===== src/rtl/kct_pkg.sv =====
package kct_pkg;

  typedef enum logic [2:0] {
    ST_IDLE,
    ST_WAIT_RDY,
    ST_INTR,
    ST_BIT_HI,
    ST_BIT_LO,
    ST_VERDICT,
    ST_CLOSE,
    ST_DONE
  } kct_state_e;

  function automatic int unsigned kct_max3(int unsigned a, int unsigned b, int unsigned c);
    int unsigned m;
    m = (a > b) ? a : b;
    return (m > c) ? m : c;
  endfunction

endpackage


===== src/rtl/kct_sync.sv =====
module kct_sync #(
  parameter int STAGES = 2
) (
  input  logic clk,
  input  logic rst_n,
  input  logic async_i,
  output logic sync_o
);

  for (genvar g = 0; g < STAGES; g++) begin : g_stage
    logic d;
    logic q;
    if (g == 0) begin : g_first
      assign d = async_i;
    end else begin : g_next
      assign d = g_stage[g-1].q;
    end
    always_ff @(posedge clk or negedge rst_n) begin
      if (!rst_n) q <= 1'b0;
      else        q <= d;
    end
  end

  assign sync_o = g_stage[STAGES-1].q;

endmodule


===== src/rtl/kct_timer.sv =====
module kct_timer #(
  parameter int W = 8
) (
  input  logic         clk,
  input  logic         rst_n,
  input  logic         load_i,
  input  logic [W-1:0] val_i,
  output logic         expired_o
);

  logic [W-1:0] cnt_q, cnt_d;
  logic         cnt_en;

  always_comb begin
    cnt_en = 1'b0;
    cnt_d  = cnt_q;
    if (load_i) begin
      cnt_en = 1'b1;
      cnt_d  = val_i;
    end else if (cnt_q != '0) begin
      cnt_en = 1'b1;
      cnt_d  = cnt_q - 1'b1;
    end
  end

  always_ff @(posedge clk or negedge rst_n) begin
    if (!rst_n)      cnt_q <= '0;
    else if (cnt_en) cnt_q <= cnt_d;
  end

  assign expired_o = (cnt_q == '0);

endmodule


===== src/rtl/kct_frame.sv =====
module kct_frame #(
  parameter int W = 5
) (
  input  logic         clk,
  input  logic         rst_n,
  input  logic         load_i,
  input  logic         shift_i,
  input  logic [W-2:0] cmd_i,
  output logic         bit_next_o,
  output logic         last_o
);

  localparam int LW = $clog2(W);

  logic [W-1:0]  frame_q, frame_d;
  logic [LW-1:0] left_q, left_d;
  logic          en;

  assign en = load_i | shift_i;

  always_comb begin
    frame_d = frame_q;
    left_d  = left_q;
    if (load_i) begin
      frame_d = {cmd_i, ~(^cmd_i)};
      left_d  = LW'(W - 1);
    end else if (shift_i) begin
      frame_d = {frame_q[W-2:0], 1'b0};
      left_d  = left_q - 1'b1;
    end
  end

  always_ff @(posedge clk or negedge rst_n) begin
    if (!rst_n) begin
      frame_q <= '0;
      left_q  <= '0;
    end else if (en) begin
      frame_q <= frame_d;
      left_q  <= left_d;
    end
  end

  assign bit_next_o = frame_d[W-1];
  assign last_o     = (left_q == '0);

  // a freshly loaded frame carries an odd number of ones
  p_frame_odd_r5: assert property (@(posedge clk) disable iff (!rst_n)
    load_i |=> (($countones(frame_q) % 2) == 1));

  // the controller never shifts beyond the fifth bit
  p_no_overrun_r5: assert property (@(posedge clk) disable iff (!rst_n)
    (shift_i && !load_i) |-> (left_q != '0));

endmodule


===== src/rtl/kct_ctrl.sv =====
module kct_ctrl
  import kct_pkg::*;
#(
  parameter int READY_TO_CYC = 1000,
  parameter int ACK_DLY_CYC  = 100,
  parameter int PHASE_CYC    = 10,
  parameter int TMR_W        = 10
) (
  input  logic             clk,
  input  logic             rst_n,
  input  logic             start_i,
  input  logic             rdy_s_i,
  input  logic             tmr_expired_i,
  input  logic             bit_next_i,
  input  logic             last_bit_i,
  output logic             tmr_load_o,
  output logic [TMR_W-1:0] tmr_val_o,
  output logic             frame_load_o,
  output logic             frame_shift_o,
  output logic             link_data_o,
  output logic             link_strobe_o,
  output logic             busy_o,
  output logic             done_o,
  output logic             kbd_err_o,
  output logic             par_err_o
);

  localparam logic [TMR_W-1:0] RDY_LD   = TMR_W'(READY_TO_CYC - 1);
  localparam logic [TMR_W-1:0] ACK_LD   = TMR_W'(ACK_DLY_CYC - 1);
  localparam logic [TMR_W-1:0] PHASE_LD = TMR_W'(PHASE_CYC - 1);

  kct_state_e state_q, state_d;
  logic kerr_q, kerr_d;
  logic perr_q, perr_d;
  logic data_q, data_d;
  logic strb_q, strb_d;
  logic busy_q, busy_d;
  logic done_q, done_d;

  // next-state process
  always_comb begin
    state_d       = state_q;
    kerr_d        = kerr_q;
    perr_d        = perr_q;
    tmr_load_o    = 1'b0;
    tmr_val_o     = PHASE_LD;
    frame_load_o  = 1'b0;
    frame_shift_o = 1'b0;
    unique case (state_q)
      ST_IDLE: begin
        if (start_i) begin
          frame_load_o = 1'b1;
          tmr_load_o   = 1'b1;
          tmr_val_o    = RDY_LD;
          kerr_d       = 1'b0;
          perr_d       = 1'b0;
          state_d      = ST_WAIT_RDY;
        end
      end
      ST_WAIT_RDY: begin
        if (rdy_s_i) begin
          tmr_load_o = 1'b1;
          tmr_val_o  = ACK_LD;
          state_d    = ST_INTR;
        end else if (tmr_expired_i) begin
          kerr_d  = 1'b1;
          state_d = ST_DONE;
        end
      end
      ST_INTR: begin
        if (tmr_expired_i) begin
          if (!rdy_s_i) begin
            tmr_load_o = 1'b1;
            state_d    = ST_BIT_HI;
          end else begin
            kerr_d  = 1'b1;
            state_d = ST_DONE;
          end
        end
      end
      ST_BIT_HI: begin
        if (tmr_expired_i) begin
          tmr_load_o = 1'b1;
          state_d    = ST_BIT_LO;
        end
      end
      ST_BIT_LO: begin
        if (tmr_expired_i) begin
          tmr_load_o = 1'b1;
          if (last_bit_i) begin
            state_d = ST_VERDICT;
          end else begin
            frame_shift_o = 1'b1;
            state_d       = ST_BIT_HI;
          end
        end
      end
      ST_VERDICT: begin
        if (tmr_expired_i) begin
          perr_d     = ~rdy_s_i;
          tmr_load_o = 1'b1;
          state_d    = ST_CLOSE;
        end
      end
      ST_CLOSE: begin
        if (tmr_expired_i) state_d = ST_DONE;
      end
      ST_DONE: state_d = ST_IDLE;
      default: state_d = ST_IDLE;
    endcase
  end

  // line levels follow the state being entered, so outputs come straight from flops
  always_comb begin
    strb_d = 1'b1;
    data_d = 1'b1;
    unique case (state_d)
      ST_INTR:   begin strb_d = 1'b0; data_d = 1'b0;       end
      ST_BIT_HI: begin strb_d = 1'b1; data_d = bit_next_i; end
      ST_BIT_LO: begin strb_d = 1'b0; data_d = bit_next_i; end
      ST_CLOSE:  begin strb_d = 1'b0; data_d = 1'b1;       end
      default:   begin strb_d = 1'b1; data_d = 1'b1;       end
    endcase
    busy_d = (state_d != ST_IDLE);
    done_d = (state_d == ST_DONE);
  end

  // register process
  always_ff @(posedge clk or negedge rst_n) begin
    if (!rst_n) begin
      state_q <= ST_IDLE;
      kerr_q  <= 1'b0;
      perr_q  <= 1'b0;
      data_q  <= 1'b1;
      strb_q  <= 1'b1;
      busy_q  <= 1'b0;
      done_q  <= 1'b0;
    end else begin
      state_q <= state_d;
      kerr_q  <= kerr_d;
      perr_q  <= perr_d;
      data_q  <= data_d;
      strb_q  <= strb_d;
      busy_q  <= busy_d;
      done_q  <= done_d;
    end
  end

  assign link_data_o   = data_q;
  assign link_strobe_o = strb_q;
  assign busy_o        = busy_q;
  assign done_o        = done_q;
  assign kbd_err_o     = kerr_q;
  assign par_err_o     = perr_q;

  // idle lines parked high
  p_idle_lines_r1: assert property (@(posedge clk) disable iff (!rst_n)
    (state_q == ST_IDLE) |-> (strb_q && data_q && !busy_q));

  // interrupt drives both lines low for the whole window
  p_intr_low_r3: assert property (@(posedge clk) disable iff (!rst_n)
    (state_q == ST_INTR) |-> (!strb_q && !data_q));

  // data does not move while the strobe is low
  p_bit_stable_r4: assert property (@(posedge clk) disable iff (!rst_n)
    (state_q == ST_BIT_LO) |-> $stable(data_q));

  // verdict phase holds strobe high and data released
  p_verdict_lines_r6: assert property (@(posedge clk) disable iff (!rst_n)
    (state_q == ST_VERDICT) |-> (strb_q && data_q));

  // done lasts one cycle and is followed by idle
  p_done_pulse_r7: assert property (@(posedge clk) disable iff (!rst_n)
    done_q |=> (!done_q && !busy_q));

  // a keyboard error only appears as the transfer ends
  p_err_at_end_r2: assert property (@(posedge clk) disable iff (!rst_n)
    $rose(kerr_q) |-> (state_q == ST_DONE));

endmodule


===== src/rtl/kbd_cmd_tx.sv =====
module kbd_cmd_tx
  import kct_pkg::*;
#(
  parameter int DATA_W       = 4,
  parameter int READY_TO_CYC = 25_000_000,
  parameter int ACK_DLY_CYC  = 17_500,
  parameter int PHASE_CYC    = 2_500,
  parameter int SYNC_STAGES  = 2
) (
  input  logic              clk,
  input  logic              rst_n,
  input  logic              start_i,
  input  logic [DATA_W-1:0] cmd_i,
  input  logic              kbd_rdy_i,
  output logic              link_data_o,
  output logic              link_strobe_o,
  output logic              busy_o,
  output logic              done_o,
  output logic              kbd_err_o,
  output logic              par_err_o
);

  localparam int FRAME_W = DATA_W + 1;
  localparam int CNT_MAX = kct_max3(READY_TO_CYC, ACK_DLY_CYC, PHASE_CYC);
  localparam int TMR_W   = $clog2(CNT_MAX + 1);

  // reset: asserted asynchronously, released on the clock
  logic rst_meta_q, rst_sync_q;
  always_ff @(posedge clk or negedge rst_n) begin
    if (!rst_n) begin
      rst_meta_q <= 1'b0;
      rst_sync_q <= 1'b0;
    end else begin
      rst_meta_q <= 1'b1;
      rst_sync_q <= rst_meta_q;
    end
  end

  logic             rdy_s;
  logic             tmr_load, tmr_expired;
  logic [TMR_W-1:0] tmr_val;
  logic             frame_load, frame_shift, bit_next, last_bit;

  kct_sync #(.STAGES(SYNC_STAGES)) u_sync (
    .clk     (clk),
    .rst_n   (rst_sync_q),
    .async_i (kbd_rdy_i),
    .sync_o  (rdy_s)
  );

  kct_timer #(.W(TMR_W)) u_timer (
    .clk       (clk),
    .rst_n     (rst_sync_q),
    .load_i    (tmr_load),
    .val_i     (tmr_val),
    .expired_o (tmr_expired)
  );

  kct_frame #(.W(FRAME_W)) u_frame (
    .clk        (clk),
    .rst_n      (rst_sync_q),
    .load_i     (frame_load),
    .shift_i    (frame_shift),
    .cmd_i      (cmd_i),
    .bit_next_o (bit_next),
    .last_o     (last_bit)
  );

  kct_ctrl #(
    .READY_TO_CYC (READY_TO_CYC),
    .ACK_DLY_CYC  (ACK_DLY_CYC),
    .PHASE_CYC    (PHASE_CYC),
    .TMR_W        (TMR_W)
  ) u_ctrl (
    .clk           (clk),
    .rst_n         (rst_sync_q),
    .start_i       (start_i),
    .rdy_s_i       (rdy_s),
    .tmr_expired_i (tmr_expired),
    .bit_next_i    (bit_next),
    .last_bit_i    (last_bit),
    .tmr_load_o    (tmr_load),
    .tmr_val_o     (tmr_val),
    .frame_load_o  (frame_load),
    .frame_shift_o (frame_shift),
    .link_data_o   (link_data_o),
    .link_strobe_o (link_strobe_o),
    .busy_o        (busy_o),
    .done_o        (done_o),
    .kbd_err_o     (kbd_err_o),
    .par_err_o     (par_err_o)
  );

endmodule


===== config.mk =====
export PLATFORM = sky130hd
export DESIGN_NAME = kbd_cmd_tx
export DESIGN_NICKNAME = d
export VERILOG_FILES = /design/src/rtl/kct_pkg.sv /design/src/rtl/kct_sync.sv /design/src/rtl/kct_timer.sv /design/src/rtl/kct_frame.sv /design/src/rtl/kct_ctrl.sv /design/src/rtl/kbd_cmd_tx.sv
export SDC_FILE = /design/constraint.sdc
export NUM_CORES = 1
export LEC_CHECK = 0
export ABC_CLOCK_PERIOD_IN_PS = 1500
export BUFFER_PORTS_ARGS = -buffer_cell sky130_fd_sc_hd__buf_4
export CORE_ASPECT_RATIO = 1.5
export CORE_UTILIZATION = 54
export DETAILED_ROUTE_END_ITERATION = 12
export HOLD_SLACK_MARGIN = 0.12
export PLACE_DENSITY = 0.79
export SLEW_MARGIN = 5
export SYNTH_ARGS = -nofsm -noshare
export SYNTH_HDL_FRONTEND = slang
export SYNTH_SLANG_ARGS = --single-unit

===== constraint.sdc =====
create_clock -name clk -period 1.5 [get_ports clk]
set_clock_uncertainty 0.15 [all_clocks]
set_input_delay 0.3 -clock clk [delete_from_list [all_inputs] [get_ports clk]]
set_output_delay 0.3 -clock clk [all_outputs]
set_load 0.02 [all_outputs]

==> metrics.md <==
| Metric | Value |
|---|---|
| RSZ-0062 raised after global routing | yes |
| Leakage | 1.675 nW |
| Synth area leaders | dfrtp_1 (44%), xnor2_1 (4.9%), nor2_1 (4.5%) |
| Post-route ant nets | 0 |
| Crit-path max FO | 8 |
| Cell area after placement | 3313 sq um |
| Actual slew at the worst max-slew pin | 505.2 ps |
| Remaining routing DRC violations | 3 |
| Clock buffer depth | 2 |
| Post-Syn Area | 2477 sq um |
| Core Box Area | 4318 sq um |
| Share of layout cells above drive strength 1 | 43.60% |
| CTS Root Buffer Type | clkbuf_8 |
| Hold Crit Class | flop to asynchronous set/reset pin |
| FMAX | 0.3546 GHz |
| Final Net Count | 393 |
| Final WS setup | -1320 ps |
| Num Clock Sinks | 46 |
| Top cell type by total area after synthesis | dfrtp_1 |
| Worst path arrival time | 2870 ps |
| Ys async rst share | 100.0% |
| Critical Path End | u_frame.left_q[0]$_DFFE_PN0P_ |
| Die area | 4868 sq um |
| Synth unique cells | 56 |
| Vias in the first global route | 2915 |
| Die X | 57.31 um |
| Most frequent cells in the layout | buf_4 (98), dfrtp_1 (43), nor2_1 (26) |
| Crit end category | flop |
| Mapped Avg Cell Area | 9.244 sq um |
| Final Slew Violations | 0 |
| CP required | 1550 ps |
| Die H | 84.96 um |
| TritonCTS clock tree | built |
| Initial Util | 57.37% |
| Total routed wirelength | 10.13 mm |
| Final HPWL DP | 5.373 mm |
| IO Port Bufs | 13 |
| Initial antenna violation count | 0 |
| Largest net degree at the start of global routing | 29 |
| Period Utilization, post-route | 188.0% |
| Routed WL per cell | 23.60 um |
| WS Path Type | flop to flop |
| Pre-CTS WS | -1229 ps |
| Area Growth Syn to Fin | 52.58% |
| Cts bufs inserted | 5 |
| # diodes | 0 |
| Sequential fraction of the synthesis area | 46.57% |
| R2r setup slk | -1320 ps |
| Synth warnings | 0 |
| Cells after DPL | 401 |
| Setup-failing EPs final | 41 |
| Setup tns final | -48130 ps |
| H-tree depth | 2 |
| Power Dens Cells | 1135 nW/um^2 |
| Rows | 29 |
| TritonRoute pass-1 iters | 10 |
| Cells after synthesis | 268 |
| Crit path launch type | flop |
| Initial DRC count | 340 |
| Fin area | 3780 sq um |
| Reg2Reg Capture Point | u_frame.left_q[0]$_DFFE_PN0P_ |
| Worst-skew pair later-pin latency | 300 ps |
| Vias per cell | 6.893 |
| Yosys reg bits | 46 |
| Non-filler cells, final | 429 |
| First-pass GRT wire length | 13.34 mm |
| Max-slew headroom | 66.06% |
| Hold Violations, Final | 0 |
| Post-synth EDFFs | 0 |
| GP Congestion | 0.9092 |
| Synth Net Count | 279 |
| Max_cap viols | 0 |
| Congestion Overflow GR | 0 |
| Top_reg_cell synth | dfrtp_1 |
| Status | finished with violations |
| IO Count | 14 |
| CTS clock-pin slew for the worst setup and hold paths | 90 ps |
| Failing checks | DRC, setup timing |
| Total GRT Usage | 36.42% |
| Critical R2R Launch | u_timer.cnt_q[6]$_DFFE_PN0P_ |
| CTS Hold Buffers Added | 5 |
| Vias | 2957 |
| Critical Path Source | u_timer.cnt_q[6]$_DFFE_PN0P_ |
| Post-route minimum period | 2820 ps |
| Worst vdd rail ir drop | 0.9761 mV |
| Post-synth top area share | 44.44% |
| Worst Reg2Reg Path Length in Cells | 6 |
| Commonest non-fill, non-tap cell in the layout | buf_4 |
## power breakdown
group | switching [W] | internal (W)
logic | 0.000817 | 0.000849
registers | 0.000192 | 0.00149
clock network | 0.000442 | 0.000498
total | 0.00145 | 0.00284
## critical path, stage by stage, from the launching register on
cell,delay (ps)
dfrtp_1,400
or4_4,560
or4_4,620
or3_4,420
nor3_4,260
nor2_1,70
a31oi_1,240
## cell usage after synthesis, types with 3 or more instances
cell       n
or2_2      3
nand3_1    8
buf_2      6
o211ai_1   3
or3_1      5
nor3_1    13
a222oi_1   3
clkbuf_1   5
mux2i_1    3
ha_1       3
nand2_1   17
nor2b_1    4
a21oi_1   11
dfrtp_1   44
nor4_1     7
o21a_1     4
nor2_1    30
o21ai_0   21
xnor2_1   14
or4_1      4
inv_1     13
## per-stage QoR
step | total power (W) | util [%] | hold WS [ps]
global route | 0.004444 | 87.54 | 69.08
global placement | 0.002982 | 76.73 | -67.89
finish | 0.004292 | 87.54 | 57.04
detailed placement | 0.003053 | 76.73 | -66.93
CTS | 0.004053 | 83.77 | 61.97
floorplan | 0.002353 | - | -145.6
## worst min path at each step
stage	from	endpoint	slack, ps	depth (start not counted)
4_1_cts	rst_sync_q$_DFF_PN0_	u_ctrl.par_err_o$_DFFE_PN0P_	60	0
6_report	rst_sync_q$_DFF_PN0_	u_ctrl.par_err_o$_DFFE_PN0P_	60	0
2_1_floorplan	rst_n	rst_meta_q$_DFF_PN0_	-150	0
3_5_place_dp	rst_n	rst_meta_q$_DFF_PN0_	-70	1
5_1_grt	rst_sync_q$_DFF_PN0_	u_frame.frame_q[3]$_DFFE_PN0P_	70	0
3_3_place_gp	rst_n	rst_meta_q$_DFF_PN0_	-70	1
## routing by layer
layer  GRT usage (%)  wire [um]  part of all wire (%)  vias to the layer above
met5               0          0                     0                        -
met4           27.94        871                   8.6                        0
met3           6.098        902                   8.9                       93
met2           66.31       5069                    50                      260
met1           35.52       3281                    32                     1403
li1                -          -                     -                     1201
## sequential cells by signal, summed over array words and instances (netlist names)
register,flops
u_timer.cnt_q,25
u_frame.frame_q,5
u_ctrl.state_q,3
u_frame.left_q,3
rst_meta_q,1
rst_sync_q,1
u_ctrl.busy_o,1
u_ctrl.done_o,1
u_ctrl.kbd_err_o,1
u_ctrl.link_data_o,1
u_ctrl.link_strobe_o,1
u_ctrl.par_err_o,1
u_sync.g_stage.q,1
u_sync.sync_o,1
## what timing repair did
item / 4_1_cts / 5_1_grt
hold endpoints to repair: 20 / 14
endpoints found under the setup margin: 41 / 41
buffers inserted: 9 / 7
pin swaps: 9 / 20
gates resized for setup: 27 / 31
## layout make-up
| class | count | area (sq um) |
|---|---|---|
| repair buffers | 118 | 972.2 |
| inverters | 13 | 48.80 |
| flip-flops and latches | 46 | 1155 |
| fillers | 187 | 538.0 |
| clock inverters | 2 | 37.54 |
| well taps | 46 | 57.56 |
| multi-input cells | 198 | 1436 |
| clock buffers | 6 | 72.57 |
## kinds of logic after synthesis
| kind of cell | Yosys count | synth area share (%) |
|---|---|---|
| AOI/OAI and AO/OA | 69 | 18.28 |
| xor gates and xnor gates | 16 | 5.657 |
| adders and majority gates | 3 | 1.515 |
| buffers and inverters | 24 | 3.940 |
| DFF | 46 | 46.57 |
| muxes | 3 | 1.212 |
| other | 1 | 0.1514 |
| and+or+nand+nor | 106 | 22.68 |
No activity file was read; power rests on OpenSTA's default activity.
